File: src/rtl/aclk_pkg.sv
package aclk_pkg;

  localparam int unsigned CTRL_W   = 32;
  localparam int unsigned EN_BIT   = 31;
  localparam int unsigned OVR_BIT  = 29;
  localparam int unsigned POL_BIT  = 19;
  localparam int unsigned LR_LSB   = 17;
  localparam int unsigned DIV_BIT  = 16;
  localparam logic [1:0]  LR_RSVD  = 2'd3;

  typedef struct packed {
    logic       div4;
    logic [1:0] lr_code;
    logic       fall_align;
  } aclk_cfg_t;

endpackage

File: src/rtl/aclk_cfg_reg.sv
module aclk_cfg_reg
  import aclk_pkg::*;
(
  input  logic              clk,
  input  logic              rst_n,
  input  logic              load,
  input  logic [CTRL_W-1:0] ctrl,
  input  logic              port_div4,
  input  logic [1:0]        port_lr_code,
  output aclk_cfg_t         cfg_q
);

  aclk_cfg_t cfg_d;

  always_comb begin
    cfg_d.fall_align = ctrl[POL_BIT];
    if (ctrl[OVR_BIT]) begin
      cfg_d.div4    = ctrl[DIV_BIT];
      cfg_d.lr_code = ctrl[LR_LSB +: 2];
    end else begin
      cfg_d.div4    = port_div4;
      cfg_d.lr_code = port_lr_code;
    end
  end

  always_ff @(posedge clk or negedge rst_n) begin
    if (!rst_n)    cfg_q <= '0;
    else if (load) cfg_q <= cfg_d;
  end

endmodule

File: src/rtl/aclk_bit_div.sv
module aclk_bit_div #(
  parameter int unsigned HALF_A = 1,
  parameter int unsigned HALF_B = 2,
  localparam int unsigned HMAX  = (HALF_A > HALF_B) ? HALF_A : HALF_B,
  localparam int unsigned CW    = (HMAX > 1) ? $clog2(HMAX) : 1
)(
  input  logic clk,
  input  logic rst_n,
  input  logic active,
  input  logic tick,
  input  logic use_b,
  output logic sclk,
  output logic sclk_rise,
  output logic sclk_fall,
  output logic rise_now,
  output logic fall_now
);

  logic [CW-1:0] cnt;
  logic [CW-1:0] last;
  logic          wrap;

  assign last     = use_b ? CW'(HALF_B - 1) : CW'(HALF_A - 1);
  assign wrap     = active && tick && (cnt == last);
  assign rise_now = wrap && !sclk;
  assign fall_now = wrap && sclk;

  always_ff @(posedge clk or negedge rst_n) begin
    if (!rst_n) begin
      cnt       <= '0;
      sclk      <= 1'b0;
      sclk_rise <= 1'b0;
      sclk_fall <= 1'b0;
    end else if (!active) begin
      cnt       <= '0;
      sclk      <= 1'b0;
      sclk_rise <= 1'b0;
      sclk_fall <= 1'b0;
    end else begin
      sclk_rise <= rise_now;
      sclk_fall <= fall_now;
      if (tick) cnt <= wrap ? '0 : cnt + 1'b1;
      if (wrap) sclk <= !sclk;
    end
  end

endmodule

File: src/rtl/aclk_frame_div.sv
module aclk_frame_div
  import aclk_pkg::*;
#(
  parameter int unsigned HALF_MIN = 16,
  localparam int unsigned CW      = $clog2(HALF_MIN * 4)
)(
  input  logic       clk,
  input  logic       rst_n,
  input  logic       active,
  input  logic       step,
  input  logic [1:0] code,
  output logic       lrclk,
  output logic       lr_tog,
  output logic       boundary,
  output logic       hold_step
);

  logic [CW-1:0] cnt;
  logic [CW-1:0] last;
  logic          reserved;
  logic          wrap;

  assign reserved  = (code == LR_RSVD);
  assign last      = CW'((HALF_MIN << code) - 1);
  assign wrap      = active && step && !reserved && (cnt == last);
  assign boundary  = wrap && lrclk;
  assign hold_step = active && step && reserved;

  always_ff @(posedge clk or negedge rst_n) begin
    if (!rst_n) begin
      cnt    <= '0;
      lrclk  <= 1'b0;
      lr_tog <= 1'b0;
    end else if (!active) begin
      cnt    <= '0;
      lrclk  <= 1'b0;
      lr_tog <= 1'b0;
    end else begin
      lr_tog <= wrap;
      if (step && !reserved) cnt <= wrap ? '0 : cnt + 1'b1;
      if (wrap) lrclk <= !lrclk;
    end
  end

endmodule

File: src/rtl/aclk_serial_gen.sv
module aclk_serial_gen
  import aclk_pkg::*;
#(
  parameter int unsigned MCLK_HALF_FAST = 1,
  parameter int unsigned MCLK_HALF_SLOW = 2,
  parameter int unsigned LR_HALF_MIN    = 16
)(
  input  logic        clk,
  input  logic        rst_n,
  input  logic        mclk_tick,
  input  logic [31:0] ctrl_word,
  input  logic        port_div4,
  input  logic [1:0]  port_lr_code,
  output logic        sclk,
  output logic        lrclk,
  output logic        sclk_rise,
  output logic        sclk_fall,
  output logic        lr_tog,
  output logic        cfg_err
);

  aclk_cfg_t cfg;
  logic      run;
  logic      active;
  logic      rise_now;
  logic      fall_now;
  logic      step;
  logic      boundary;
  logic      hold_step;
  logic      load;

  assign active  = ctrl_word[EN_BIT] && run;
  assign step    = cfg.fall_align ? fall_now : rise_now;
  assign load    = !run || boundary || hold_step;
  assign cfg_err = active && (cfg.lr_code == LR_RSVD);

  always_ff @(posedge clk or negedge rst_n) begin
    if (!rst_n) run <= 1'b0;
    else        run <= ctrl_word[EN_BIT];
  end

  aclk_cfg_reg u_cfg (
    .clk          (clk),
    .rst_n        (rst_n),
    .load         (load),
    .ctrl         (ctrl_word),
    .port_div4    (port_div4),
    .port_lr_code (port_lr_code),
    .cfg_q        (cfg)
  );

  aclk_bit_div #(
    .HALF_A (MCLK_HALF_FAST),
    .HALF_B (MCLK_HALF_SLOW)
  ) u_bit (
    .clk       (clk),
    .rst_n     (rst_n),
    .active    (active),
    .tick      (mclk_tick),
    .use_b     (cfg.div4),
    .sclk      (sclk),
    .sclk_rise (sclk_rise),
    .sclk_fall (sclk_fall),
    .rise_now  (rise_now),
    .fall_now  (fall_now)
  );

  aclk_frame_div #(
    .HALF_MIN (LR_HALF_MIN)
  ) u_frame (
    .clk       (clk),
    .rst_n     (rst_n),
    .active    (active),
    .step      (step),
    .code      (cfg.lr_code),
    .lrclk     (lrclk),
    .lr_tog    (lr_tog),
    .boundary  (boundary),
    .hold_step (hold_step)
  );

endmodule

File: config.mk
export PLATFORM = sky130hd
export DESIGN_NAME = aclk_serial_gen
export DESIGN_NICKNAME = d
export VERILOG_FILES = /design/src/rtl/aclk_pkg.sv /design/src/rtl/aclk_cfg_reg.sv /design/src/rtl/aclk_bit_div.sv /design/src/rtl/aclk_frame_div.sv /design/src/rtl/aclk_serial_gen.sv
export SDC_FILE = /design/constraint.sdc
export NUM_CORES = 1
export LEC_CHECK = 0
export BUFFER_PORTS_ARGS = -buffer_cell sky130_fd_sc_hd__buf_2
export CORE_AREA = 2 2 47 49
export CTS_CLUSTER_DIAMETER = 60
export DETAILED_ROUTE_END_ITERATION = 8
export DIE_AREA = 0 0 49 51
export GPL_ROUTABILITY_DRIVEN = 1
export PLACE_DENSITY = 0.81
export SLEW_MARGIN = 10
export SYNTH_ARGS = -nofsm -noshare
export SYNTH_HDL_FRONTEND = slang
export SYNTH_SLANG_ARGS = --single-unit
File: constraint.sdc
create_clock -name clk -period 5.6 [get_ports clk]
set_clock_uncertainty 0.05 [all_clocks]
set_input_delay 0.56 -clock clk [delete_from_list [all_inputs] [get_ports clk]]
set_output_delay 0.56 -clock clk [all_outputs]
set_load 0.02 [all_outputs]
* Word level (Yosys, flattened, before mapping)
Index checks and enable logic that the tools add are counted.
** Cells by class
- $add $sub $neg :: 3
- Equal/unequal tests :: 7
- Shifts and indexed selects :: 1
- Mux-type cells :: 16
- Reduce and logical (&&, ||, !) cells :: 18
** Operator list (number)
- $mux W6 :: 3
- $logic_and A1 B1 Y1 :: 12
- $mux W1 :: 12
- $add A6 B1 Y6 const B :: 1
- $eq A6 B6 Y1 :: 1
- $ne A2 B1 Y1 const B :: 3
- $shl A5 B2 Y6 const A :: 1
- $sub A6 B1 Y6 const B :: 1
- $logic_not A1 Y1 :: 4
- $mux W3 :: 1
- $eq A2 B2 Y1 const B :: 1
- $logic_or A1 B1 Y1 :: 2
- $ne A2 B2 Y1 const B :: 1
- $add A1 B1 Y1 const B :: 1
- $eq A1 B1 Y1 :: 1
** Storage, ports and cells
- Flip-flop bits (word level) :: 17
- Input bits :: 38
- Output and inout port bits :: 6
- Word-level logic and storage cells :: 56

* Depth between registers and ports, before layout
Gate-level depths: netlist of run 1.
- Word-level depth :: 11
- Gate-level depth with buffers :: 6
- Mapped depth without buffers :: 5

* Modules after synthesis
Synthesis of run 1 repeated with hierarchy kept, for this count alone.
** Unflattened totals
- Cell total of the unflattened synthesis :: 84
- Area, all modules :: 908.4 µm²
** By module, submodules not included
- aclk_frame_div :: times used 1, cells each 48, area each 491.7 µm², seq. area each 200.2 µm²
- aclk_bit_div :: times used 1, cells each 17, area each 186.4 µm², seq. area each 100.1 µm²
- aclk_cfg_reg :: times used 1, cells each 14, area each 167.7 µm², seq. area each 100.1 µm²
- aclk_serial_gen :: times used 1, cells each 5, area each 62.6 µm², seq. area each 25.0 µm²

* Worst setup path after synthesis of run 1
No wires, ideal clock.
- Kind :: register -> register
- Start :: register u_frame.cnt[4]
- End :: register u_cfg.cfg_q[0] (netlist bit)
- Setup time :: 128 ps
- Data arrival time :: 1726 ps
- Data required time :: 5422 ps
- Setup slack :: 3697 ps
- Stages on the path, launching flop included :: 5
- Path buffers :: 0
- Clock period less this slack :: 1903 ps
- Cell sequence :: dfrtp_1 > or4_1 > and3_4 > a221oi_4 > mux2_1
** On the way
- Longest elaborated chain between the ends :: 5
** Ends and longest elaborated chain
- from (decl) :: RTL line aclk_frame_div.sv:18 : logic [CW-1:0] cnt;
- from (signal assigned) :: RTL line aclk_frame_div.sv:40 : if (step && !reserved) cnt <= wrap ? '0 : cnt + 1'b1;
- $eq A6 B6 Y1 :: RTL line aclk_frame_div.sv:25 : assign wrap = active && step && !reserved && (cnt == last);
- $logic_and A1 B1 Y1 :: RTL line aclk_frame_div.sv:25
- $logic_and A1 B1 Y1 :: RTL line aclk_frame_div.sv:26 : assign boundary = wrap && lrclk;
- $logic_or A1 B1 Y1 (2 in series) :: RTL line aclk_serial_gen.sv:34 : assign load = !run || boundary || hold_step;
- to (signal assigned) :: RTL line aclk_cfg_reg.sv:28 : else if (load) cfg_q <= cfg_d;
- to (decl) :: RTL line aclk_cfg_reg.sv:10 : output aclk_cfg_t cfg_q
Every way passes these cells.
A chain may end at the register's enable or synchronous reset.

* Worst setup path in the final report of run 1
Ends and elaborated chain as after synthesis.

==> results of run 1 <==
==> state kept, by name, indices dropped and copies added (netlist names) <==
register         count
u_bit.sclk_fall      1
u_bit.sclk_rise      1
u_bit.cnt            1
u_bit.sclk           1
u_cfg.cfg_q          4
u_frame.lr_tog       1
u_frame.cnt          6
u_frame.lrclk        1
run                  1
==> where the power goes <==
group	leakage [uW]	internal (uW)	switching [uW]	total (uW)
clock	0.0000177	26.6	42.3	68.9
combinational	0.000234	24.6	33.1	57.7
sequential	0.000223	133	9.91	143
total	0.000475	184	85.3	269
==> cells in the final DEF (no fill, tap or decap), types with 2 or more instances in the layout <==
cell type / netlist / layout
buf_2: 0 / 17
dfrtp_1: 17 / 17
nand2_1: 7 / 7
a21oi_1: 7 / 7
and3_1: 5 / 5
inv_1: 5 / 5
or4_1: 3 / 3
mux2i_1: 3 / 3
nand3_1: 3 / 3
clkbuf_4: 0 / 3
nor2_1: 2 / 2
xnor2_1: 2 / 2
nand3b_1: 2 / 2
nand4_1: 2 / 2
a32oi_1: 2 / 2
mux2_1: 2 / 2
o21ai_0: 2 / 2
or3_1: 2 / 2
==> critical path: cells and delay by family (launching register included) <==
family | cells | cell delay (ns)
AND/OR/NAND/NOR | 2 | 0.78
flip-flops | 1 | 0.45
multiplexers | 1 | 0.36
AO/OA/AOI/OAI | 1 | 0.31
==> cell type report <==
type,count,area (um^2),area share
clock buffer,3,22.52,0.02203
timing repair buffer,17,85.08,0.08323
tap,28,35.03,0.03427
clock inverter,1,5.005,0.004896
inverter,5,18.77,0.01836
multi-input combinational,60,430.4,0.4211
sequential,17,425.4,0.4162
==> stage by stage <==
step | total power (uW) | instance area, um^2 | hold slack (ns)
2_1_floorplan | 184.2 | 878.3 | 0.2144
3_3_place_gp | 199.6 | 994.7 | 0.4420
3_5_place_dp | 202.5 | 994.7 | 0.4515
4_1_cts | 268.4 | 1022 | 0.1264
5_1_grt | 282.7 | 1022 | 0.1320
6_report | 269.2 | 1022 | 0.1089
==> metal layers <==
metal / part of all wire / global-route usage
met5: 0 / 0
met4: 0.0056 / 0.08095
met3: 0.045 / 0.03509
met2: 0.50 / 0.2534
met1: 0.45 / 0.1943
==> worst min path at each step <==
stage | to | cells after the start
2_1_floorplan | run | 0
3_3_place_gp | u_cfg.cfg_q[0] | 1
3_5_place_dp | u_frame.cnt[2] | 1
4_1_cts | u_frame.lrclk | 1
5_1_grt | u_frame.lrclk | 1
6_report | u_frame.lrclk | 1
==> cells by family (layout without fill, tap and decap cells) <==
group,Yosys count,count (layout)
AO/OA/AOI/OAI,18,18
adder cells (fa/ha/maj),1,1
multiplexers,6,6
buffers and inverters,6,26
flip-flops,17,17
AND/OR/NAND/NOR,32,32
XOR/XNOR,3,3
==> Yosys cell counts, drive strengths merged (2+ instances only) <==
master and count:
inv 5, or3 2, dfrtp 17, a21oi 7
or4 3, nor2 2, and3 6, nand3b 2
a221oi 2, nand2 7, nand4 2, a32oi 2
nand3 3, mux2 3, mux2i 3, xnor2 2
o21ai 3
==> key figures, run 1 <==
Critical path
  – CP Cell Sequence: or4_1 -> and3_4 -> a221oi_4 -> mux2_1
  – FF-to-FF path depth: 4
  – R2R setup slack: around 3.5 ns
  – Slowest Stage Delay on Critical Path: between 0.5 and 0.6 ns
  – Critical path capture point type: register
  – CP Data Required Time: 5.75 ns
  – Critical path type: reg2reg
  – Worst Setup EP: u_cfg.cfg_q[0]
  – CP startpoint: u_frame.cnt[4]
  – Arr. time, crit path: 2.21 ns
  – Type of origin of the critical path: register
  – Worst path slowest cell: or4_1
  – Crit path max fanout: 6
  – RR Startpoint: u_frame.cnt[4]
  – FF-to-FF End: u_cfg.cfg_q[0]

STA
  – Rel. slew slack: 0.6969
  – Final setup violation count: 0
  – Unrepaired setup endpoints after global routing: false
  – Minimum clock period: approximately 2.1 ns
  – Fmax: roughly 490 MHz
  – Final max-slew violation count: 0
  – Final Hold Vio Count: 0
  – Actual slew at the worst max-slew pin: between 0.4 and 0.5 ns
  – Final Cycle Share: 0.3678
  – Final setup margin: about 3.5 ns
  – Setup tns final: 0 ns

Finish
  – Layout cell share with drive strength beyond 1: 0.2427
  – Fill count: about 200
  – Diodes inserted: 0
  – Final Util: 0.4955
  – Area Growth Syn to Fin: 16.38%
  – Nets@finish: between 100 and 150
  – Final std cells w/o fill: between 100 and 150

Global route
  – Wire length of the first global-routing pass: about 3000 um
  – Antenna violations before repair: 0
  – Number of global-route vias before repair: 679
  – Largest net degree at the start of global routing: 18
  – Total track usage: 0.1554
  – Total gr overflow: 0

Floorplanning
  – Initial core utilization: 0.4257
  – Horiz. Die Dim: approximately 49 um
  – Boundary pin count: 44
  – Die area: about 2500 um^2
  – Die Ht: between 50 and 60 um
  – Core area: around 2100 um^2
  – # rows: 17

Pwr
  – Peak supply drop: 0.1894 mV
  – Pleak: 0.0004748 uW
  – Power density cells: 263.4 nW/um^2

Placement
  – Hpwl dp: approximately 1300 um
  – Placed Instances: between 100 and 150
  – Pre-CTS WS: around 3.6 ns
  – IO Port Bufs: 17
  – Routability Congestion: 0.7528

Synthesis
  – Area contributors post-synth: dfrtp_1 (48%), a21oi_1 (4.0%), and3_1 (3.6%)
  – Sequential share of the synthesized area: 0.4843
  – Synth top area share: 0.4843
  – Largest family of logic cells by synthesized area: simple AND/OR/NAND/NOR gates
  – Most used DFF post-synth: dfrtp_1
  – Syn Inst Count: 83
  – Xor and xnor area share after synthesis: 0.02991
  – #FFs+latches synth: 17
  – Syn. warnings: 0
  – Mapped cell area: approximately 880 um^2
  – Distinct cell type count after synthesis: 33
  – Compound-Gate Fraction of Synth Area: 0.1553
  – Avg Inst Size Synth: approximately 11 um^2
  – Yosys top cell by area: dfrtp_1
  – Post-synthesis mux area share: 0.07265
  – Ys async rst share: 1.000
  – Synth Area in Adders: 0.01425
  – Synth Area in Simple Gates: 0.2179
  – Post-synth EDFFs: 0
  – Post-Syn Nets: 122

Route
  – Pre-antenna DRT Iters: 4
  – Routed vias: about 740
  – Drt total wl: 1772 um
  – Drc violations: 0
  – ANT nets after route: 0
  – Drt wl/cell: approximately 14 um
  – First DRT Iteration DRCs: 25
  – Routed vias/inst: around 5.6

CTS
  – Clock tree buffer depth: 2
  – Clk Latency, worst-skew pair: 0.30 ns
  – Post-CTS setup buffers: 0
  – CTS root buf: clkbuf_4
  – Total CTS buffers: 3
  – CTS Hold Bufs: 0
  – CTS tree: built
  – Post-CTS sizing: 0
  – H-tree depth: 1
  – Sinks on Clock Net: 17
  – Clk pin slew, worst setup/hold paths: roughly 0.11 ns

Job
  – Max-cap check violation count: 0

Status
  – Status: finished clean

Hold path
  – Worst min-delay path class: in2async
Note: power is estimated with default switching activity, not from simulation.
==> inputs of run 2 (changes only) <==
ABC_AREA = 1   (was default)
CORE_AREA = 2 2 49 51   (was 2 2 47 49)
DIE_AREA = 0 0 51 53   (was 0 0 49 51)
PLACE_DENSITY = 0.79   (was 0.81)
clock period = 2.1 ns   (was 5.6 ns; I/O delays follow)
==> run 2 against run 1 <==
  * Power rose by 140%
  * Die area up 8.2%
  * First-iteration DRC count down 76%
  * Cell count grew 21%
  * Via count rose by 5.4%
  * Area after synthesis is 7.4% higher
  * Register-to-register slack got worse by 3.1 ns
  * Critical path type unchanged
  * Largest power group unchanged
  * Sequential power grew to 2.6 times the previous value
  * Clock-buffer cell count is the same
==> key figures, run 2 <==
Route
  – Drc violations: 0 (unchanged)
  – Drt wl/cell: 11.54 um (-15%)
  – Routed vias/inst: 4.918 (-13%)
  – First DRT Iteration DRCs: 6 (-76%)
  – Drt total wl: 1823 um (+2.9%)
  – Routed vias: 777 (+5.4%)
  – Pre-antenna DRT Iters: 4 (unchanged)
  – ANT nets after route: 0 (unchanged)

Critical path
  – RR Startpoint: u_frame.cnt[0]
  – FF-to-FF path depth: 8 (+4)
  – Critical path type: reg2reg
  – FF-to-FF End: u_cfg.cfg_q[0]
  – Arr. time, crit path: 1.76 ns (-0.45 ns)
  – CP Data Required Time: 2.25 ns (-3.50 ns)
  – R2R setup slack: 0.48 ns (-3.06 ns)
  – Type of origin of the critical path: register
  – Critical path capture point type: register
  – Crit path max fanout: 5 (-1)

Status
  – Status: finished clean

CTS
  – Sinks on Clock Net: 17 (unchanged)
  – Clk pin slew, worst setup/hold paths: 0.10 ns (about the same)
  – H-tree depth: 1 (unchanged)
  – Total CTS buffers: 3 (unchanged)
  – Post-CTS setup buffers: 0 (unchanged)
  – CTS tree: built
  – Clk Latency, worst-skew pair: 0.29 ns (about the same)
  – Clock tree buffer depth: 2 (unchanged)
  – CTS Hold Bufs: 2 (+2)
  – Post-CTS sizing: 0 (unchanged)
  – CTS root buf: clkbuf_4

Synthesis
  – Area contributors post-synth: dfrtp_1 (45%), nand2_1 (12%), inv_1 (6.4%)
  – Post-Syn Nets: 146 (+20%)
  – Most common cell in the netlist: nand2_1
  – Post-synth EDFFs: 0 (unchanged)
  – Syn. warnings: 0 (unchanged)
  – Commonest cells in the netlist: nand2_1 (29), dfrtp_1 (17), inv_1 (16)
  – Yosys top cell by area: dfrtp_1
  – #FFs+latches synth: 17 (unchanged)
  – Most used DFF post-synth: dfrtp_1
  – Distinct cell type count after synthesis: 24 (-27%)
  – Synth top area share: 0.4509 (-0.03340)
  – Avg Inst Size Synth: 8.817 um^2 (-17%)
  – Sequential share of the synthesized area: 0.4509 (-0.03340)
  – Ys async rst share: 1.000 (unchanged)
  – Mapped cell area: 943.4 um^2 (+7.4%)
  – Syn Inst Count: 107 (+29%)

Placement
  – IO Port Bufs: 17 (unchanged)
  – Placed Instances: 152 (+20%)
  – Routability Congestion: 0.7960 (+5.7%)
  – Pre-CTS WS: 0.5287 ns (-3.027 ns)
  – Hpwl dp: 1369 um (+3.8%)

STA
  – Final Cycle Share: 0.7699 (+0.4021)
  – Final max-slew violation count: 0 (unchanged)
  – Fmax: 618.5 MHz (+27%)
  – Final setup violation count: 0 (unchanged)
  – Setup tns final: 0 ns (unchanged)
  – Minimum clock period: 1.617 ns (-0.4431 ns)
  – Rel. slew slack: 0.7500 (+0.05305)
  – Final Hold Vio Count: 0 (unchanged)
  – Actual slew at the worst max-slew pin: 0.3750 ns (-0.07958 ns)
  – Unrepaired setup endpoints after global routing: false
  – Final setup margin: 0.4832 ns (-3.057 ns)

Hold path
  – Hold EP: u_cfg.cfg_q[0]
  – Hold Crit Start: ctrl_word[19]
  – Worst min-delay path class: in2reg
  – Hold Crit Depth: 3

Global route
  – Total track usage: 0.1625 (+0.007081)
  – Number of global-route vias before repair: 778 (+15%)
  – Antenna violations before repair: 0 (unchanged)
  – Wire length of the first global-routing pass: 3236 um (+9.8%)
  – Largest net degree at the start of global routing: 18 (unchanged)
  – Total gr overflow: 0 (unchanged)

Floorplanning
  – Die Ht: 53 um (+3.9%)
  – Horiz. Die Dim: 51 um (+4.1%)
  – Die area: 2703 um^2 (+8.2%)
  – # rows: 17 (unchanged)
  – Boundary pin count: 44 (unchanged)
  – Core area: 2148 um^2 (+4.1%)
  – Initial core utilization: 0.4391 (+0.01343)

Finish
  – Nets@finish: 170 (+19%)
  – Largest register FFs: 6 (unchanged)
  – Register bank with the most flops: u_frame.cnt
  – Diodes inserted: 0 (unchanged)
  – Area Growth Syn to Fin: 17.77%
  – Biggest regs: u_frame.cnt x6, u_cfg.cfg_q x4
  – Most frequent cells in the layout: nand2_1 (29), buf_2 (17), dfrtp_1 (17)
  – Commonest non-fill, non-tap cell in the layout: nand2_1
  – Final std cells w/o fill: 158 (+21%)
  – Fill count: 208 (+3.0%)
  – Layout cell share with drive strength beyond 1: 0.3077 (+0.06497)

Pwr
  – Power density cells: 584.7 nW/um^2 (+120%)
  – Pleak: 0.0006130 uW (+29%)
  – Peak supply drop: 0.3157 mV (+67%)

Job
  – Max-cap check violation count: 0 (unchanged)
==> run 2: changes by cell type after synthesis, sizes merged, moves of 3 or more <==
| cell | change |
|---|---|
| nand4 | +3 |
| inv | +13 |
| nand3 | +6 |
| or4 | -3 |
| nand2 | +28 |
| and3 | -6 |
| a21oi | -5 |
| nor2 | +4 |
==> run 2: metrics by stage <==
step,utilization,power [uW],hold slack (ns),cell area [um^2]
5_1_grt,0.5172,681.5,0.08186,1111
2_1_floorplan,-,438.6,-0.1356,943.4
6_report,0.5172,649.6,0.07282,1111
4_1_cts,0.5172,649.4,0.05848,1111
3_3_place_gp,0.4951,467.5,0.09457,1064
3_5_place_dp,0.4951,473.8,0.1009,1064
==> run 2: area by class of cell <==
| class | instances | area [um^2] | share of cell area |
|---|---|---|---|
| clock inverters | 1 | 5.005 | 0.004504 |
| well taps | 28 | 35.03 | 0.03153 |
| repair buffers | 19 | 105.1 | 0.09459 |
| flip-flops and latches | 17 | 425.4 | 0.3829 |
| clock buffers | 3 | 22.52 | 0.02027 |
| inverters | 18 | 67.56 | 0.06081 |
| multi-input cells | 72 | 450.4 | 0.4054 |
==> run 2: worst max path at each step <==
stage / depth (start not counted) / slack [ns] / to / startpoint
global route: 9 / 0.37 / u_cfg.cfg_q[3] / u_frame.cnt[0]
finish: 8 / 0.48 / u_cfg.cfg_q[0] / u_frame.cnt[0]
global placement: 8 / 0.60 / u_cfg.cfg_q[2] / u_frame.cnt[0]
floorplan: 5 / 0.71 / u_cfg.cfg_q[0] / u_cfg.cfg_q[2]
CTS: 8 / 0.50 / u_cfg.cfg_q[3] / u_frame.cnt[0]
detailed placement: 8 / 0.53 / u_cfg.cfg_q[0] / u_frame.cnt[0]
==> run 2: worst max-delay path, cell delays in order (launching register included) <==
cell,delay [ns]
dfrtp_1,0.42
ha_1,0.19
nand2_1,0.10
nor2_2,0.14
nand2_1,0.11
nor2_4,0.18
nand4_4,0.16
nand3_1,0.12
nand2_1,0.06
==> run 2: power breakdown <==
| part | internal [uW] | switching, uW | leakage (uW) |
|---|---|---|---|
| logic | 40.9 | 59.8 | 0.000369 |
| clock network | 70.9 | 108 | 0.0000177 |
| registers | 348 | 21.9 | 0.000226 |
| total | 460 | 190 | 0.000613 |
==> run 2: routing by layer <==
| metal | share of wire | vias to the layer above | GRT usage |
|---|---|---|---|
| met1 | 0.40 | 367 | 0.1794 |
| met3 | 0.046 | 4 | 0.01695 |
| met5 | 0 | - | 0 |
| met4 | 0.024 | 0 | 0.06757 |
| met2 | 0.53 | 21 | 0.3139 |
| li1 | - | 385 | - |
==> run 2: kinds of logic (layout without fill, tap and decap cells) <==
kind of cell	Yosys count	count (layout)	synth area share
xor gates and xnor gates	5	5	0.04643
and+or+nand+nor	57	57	0.3329
adders and majority gates	1	1	0.01326
buffers and inverters	18	41	0.07162
muxes	4	4	0.04642
AOI/OAI and AO/OA	5	5	0.03846
DFF	17	17	0.4509
==> inputs of run 3 (changes only) <==
ABC_AREA = 0   (was 1)
CORE_AREA = 2 2 50 52   (was 2 2 49 51)
DIE_AREA = 0 0 52 54   (was 0 0 51 53)
PLACE_DENSITY = 0.76   (was 0.79)
clock period = 1.4 ns   (was 2.1 ns; I/O delays follow)
==> run 3 against run 2 <==
  * The flow now finishes with violations (negative setup slack)
  * Sequential power up 55%
  * Cell count is 8.2% higher
  * Highest routed layer unchanged
  * Largest power group is now combinational logic
  * First-iteration DRC count grew to 4.2 times the previous value
  * Non-clock buffer count up 36
  * Setup slack worse by 0.98 ns
  * Clock-buffer cell count grew 1
  * Die area increased by 3.9%
  * Routed wire length up 35%
  * Maximum frequency shrank 15%
  * Power is 120% higher
  * Hold slack got worse by 0.036 ns
  * Sequential share of layout area down 9.9 points
==> key figures, run 3 (same netlist as run 1, synthesis figures left out) <==
Status
  – Status: complete, but fails checks
  – Failing checks: negative setup slack

Route
  – Routed vias: 907 (+17%)
  – Pre-antenna DRT Iters: 4 (unchanged)
  – ANT nets after route: 0 (unchanged)
  – Drc violations: 0 (unchanged)
  – Drt total wl: 2468 um (+35%)
  – Routed vias/inst: 5.304 (+7.9%)
  – Drt wl/cell: 14.43 um (+25%)
  – First DRT Iteration DRCs: 25 (+19)

Critical path
  – Type of origin of the critical path: register
  – Slowest Stage Delay on Critical Path: 0.54 ns (+0.12 ns)
  – CP top delay family: simple AND/OR/NAND/NOR gates
  – CP Data Required Time: 1.53 ns (-0.72 ns)
  – Critical path capture point type: register
  – Arr. time, crit path: 2.02 ns (+0.26 ns)
  – Critical path type: reg2reg
  – Crit path max fanout: 3 (-2)
  – WP buf/inv: 0 (unchanged)
  – Worst path slowest cell: or4_4
  – CP Cell Sequence: or4_4 -> and3_4 -> a221oi_4 -> mux2_4

Global route
  – Antenna violations before repair: 0 (unchanged)
  – Total gr overflow: 0 (unchanged)
  – Largest net degree at the start of global routing: 18 (unchanged)
  – Total track usage: 0.1953 (+0.03276)
  – Wire length of the first global-routing pass: 3898 um (+20%)
  – Number of global-route vias before repair: 874 (+12%)

Hold path
  – Worst min-delay path class: in2reg

Placement
  – IO Port Bufs: 17 (unchanged)
  – Hpwl dp: 1584 um (+16%)
  – Routability Congestion: 0.8294 (+4.2%)
  – Placed Instances: 156 (+2.6%)

Finish
  – Register bank with the most flops: u_frame.cnt
  – Nets@finish: 181 (+6.5%)
  – Area Growth Syn to Fin: 71.37%
  – Biggest regs: u_frame.cnt x6, u_cfg.cfg_q x4
  – Most frequent cells in the layout: buf_4 (25), buf_2 (16), dfrtp_1 (16)
  – Final std cells w/o fill: 171 (+8.2%)
  – Largest register FFs: 6 (unchanged)
  – Diodes inserted: 0 (unchanged)
  – Commonest non-fill, non-tap cell in the layout: buf_4
  – Layout cell share with drive strength beyond 1: 0.6099 (+0.3022)

Pwr
  – Pleak: 0.0006979 uW (+14%)
  – Peak supply drop: 0.9333 mV (+200%)
  – Power density cells: 947.6 nW/um^2 (+62%)
  – Final Power: 1426 uW (+120%)

STA
  – Final max-slew violation count: 0 (unchanged)
  – Rel. slew slack: 0.7592 (+0.009243)
  – Final Hold Vio Count: 0 (unchanged)
  – Minimum clock period: 1.895 ns (+0.2783 ns)
  – Final setup margin: -0.4951 ns (-0.9783 ns)
  – Final Cycle Share: 1.354 (+0.5837)
  – Setup tns final: -3.383 ns (-3.383 ns)
  – Unrepaired setup endpoints after global routing: true
  – Final setup violation count: 13 (+13)
  – Fmax: 527.7 MHz (-15%)
  – Actual slew at the worst max-slew pin: 0.3611 ns (-0.01386 ns)

CTS
  – Clk Latency, worst-skew pair: 0.29 ns (about the same)
  – CTS tree: built
  – H-tree depth: 1 (unchanged)
  – Clk pin slew, worst setup/hold paths: 0.09 ns (about the same)
  – Sinks on Clock Net: 17 (unchanged)
  – CTS root buf: clkbuf_4
  – Clock tree buffer depth: 2 (unchanged)
  – Total CTS buffers: 3 (unchanged)

Floorplanning
  – Core area: 2320 um^2 (+8.0%)
  – Initial core utilization: 0.3786 (-0.06050)
  – # rows: 18 (+1)
  – Boundary pin count: 44 (unchanged)
  – Die Ht: 54 um (+1.9%)
  – Horiz. Die Dim: 52 um (+2.0%)
  – Die area: 2808 um^2 (+3.9%)

Job
  – Max-cap check violation count: 0 (unchanged)
==> run 3: repair_timing <==
item	4_1_cts	5_1_grt
pin swaps	16	5
gates resized for setup	25	17
endpoints found under the hold margin	18	0
setup buffers	5	5
hold buffers	2	0
endpoints found under the setup margin	12	13
==> run 3: worst register-to-register path, cell delays in order (launching register included) <==
cell,delay [ns]
dfrtp_1,0.39
or4_4,0.54
and3_4,0.17
a221oi_4,0.30
mux2_4,0.34
==> run 3: report_power, final <==
part | leakage (uW) | switching, uW | total, uW | internal [uW]
Clock | 0.0000150 | 149 | 260 | 111
Sequential | 0.000221 | 43.4 | 575 | 532
Combinational | 0.000462 | 246 | 592 | 346
Total | 0.000698 | 438 | 1430 | 988
==> run 3: worst paths after layout <==
kind                           startpoint        endpoint  slack (ns)  cells after the start
setup / recovery           u_cfg.cfg_q[1]  u_cfg.cfg_q[0]       -0.50                      4
hold reg to reg                       run  u_cfg.cfg_q[1]        0.56                      2
max in group asynchronous           rst_n      u_bit.sclk        0.79                      2
hold / removal              ctrl_word[19]  u_cfg.cfg_q[0]        0.04                      2
min in group asynchronous           rst_n  u_frame.cnt[2]        0.23                      2
setup reg to reg           u_cfg.cfg_q[1]  u_cfg.cfg_q[0]       -0.50                      4
==> run 3: layout make-up <==
| type | instances | area [um^2] |
|---|---|---|
| Clock buffer | 4 | 26.28 |
| Fill cell | 189 | 814.5 |
| Inverter | 5 | 18.77 |
| Multi-Input combinational cell | 60 | 573.1 |
| Sequential cell | 17 | 426.7 |
| Tap cell | 30 | 37.54 |
| Timing Repair Buffer | 55 | 422.9 |
==> run 3: stage by stage <==
step,setup slack (ns),hold WS [ns],utilization,area [um^2]
3_3_place_gp,-0.4733,0.02515,0.5254,1219
4_1_cts,-0.5337,0.03507,0.6068,1408
3_5_place_dp,-0.5546,0.03096,0.5254,1219
6_report,-0.4951,0.03646,0.6489,1505
2_1_floorplan,-0.5034,-0.2056,-,898.4
5_1_grt,-0.5555,0.03035,0.6489,1505
==> run 3: metal layers <==
metal | share of wire | up-vias | GRT usage
met5 | 0 | - | 0
met4 | 0.019 | 0 | 0.1053
met3 | 0.036 | 6 | 0.03333
met2 | 0.57 | 28 | 0.3502
met1 | 0.38 | 441 | 0.2207
li1 | - | 432 | -
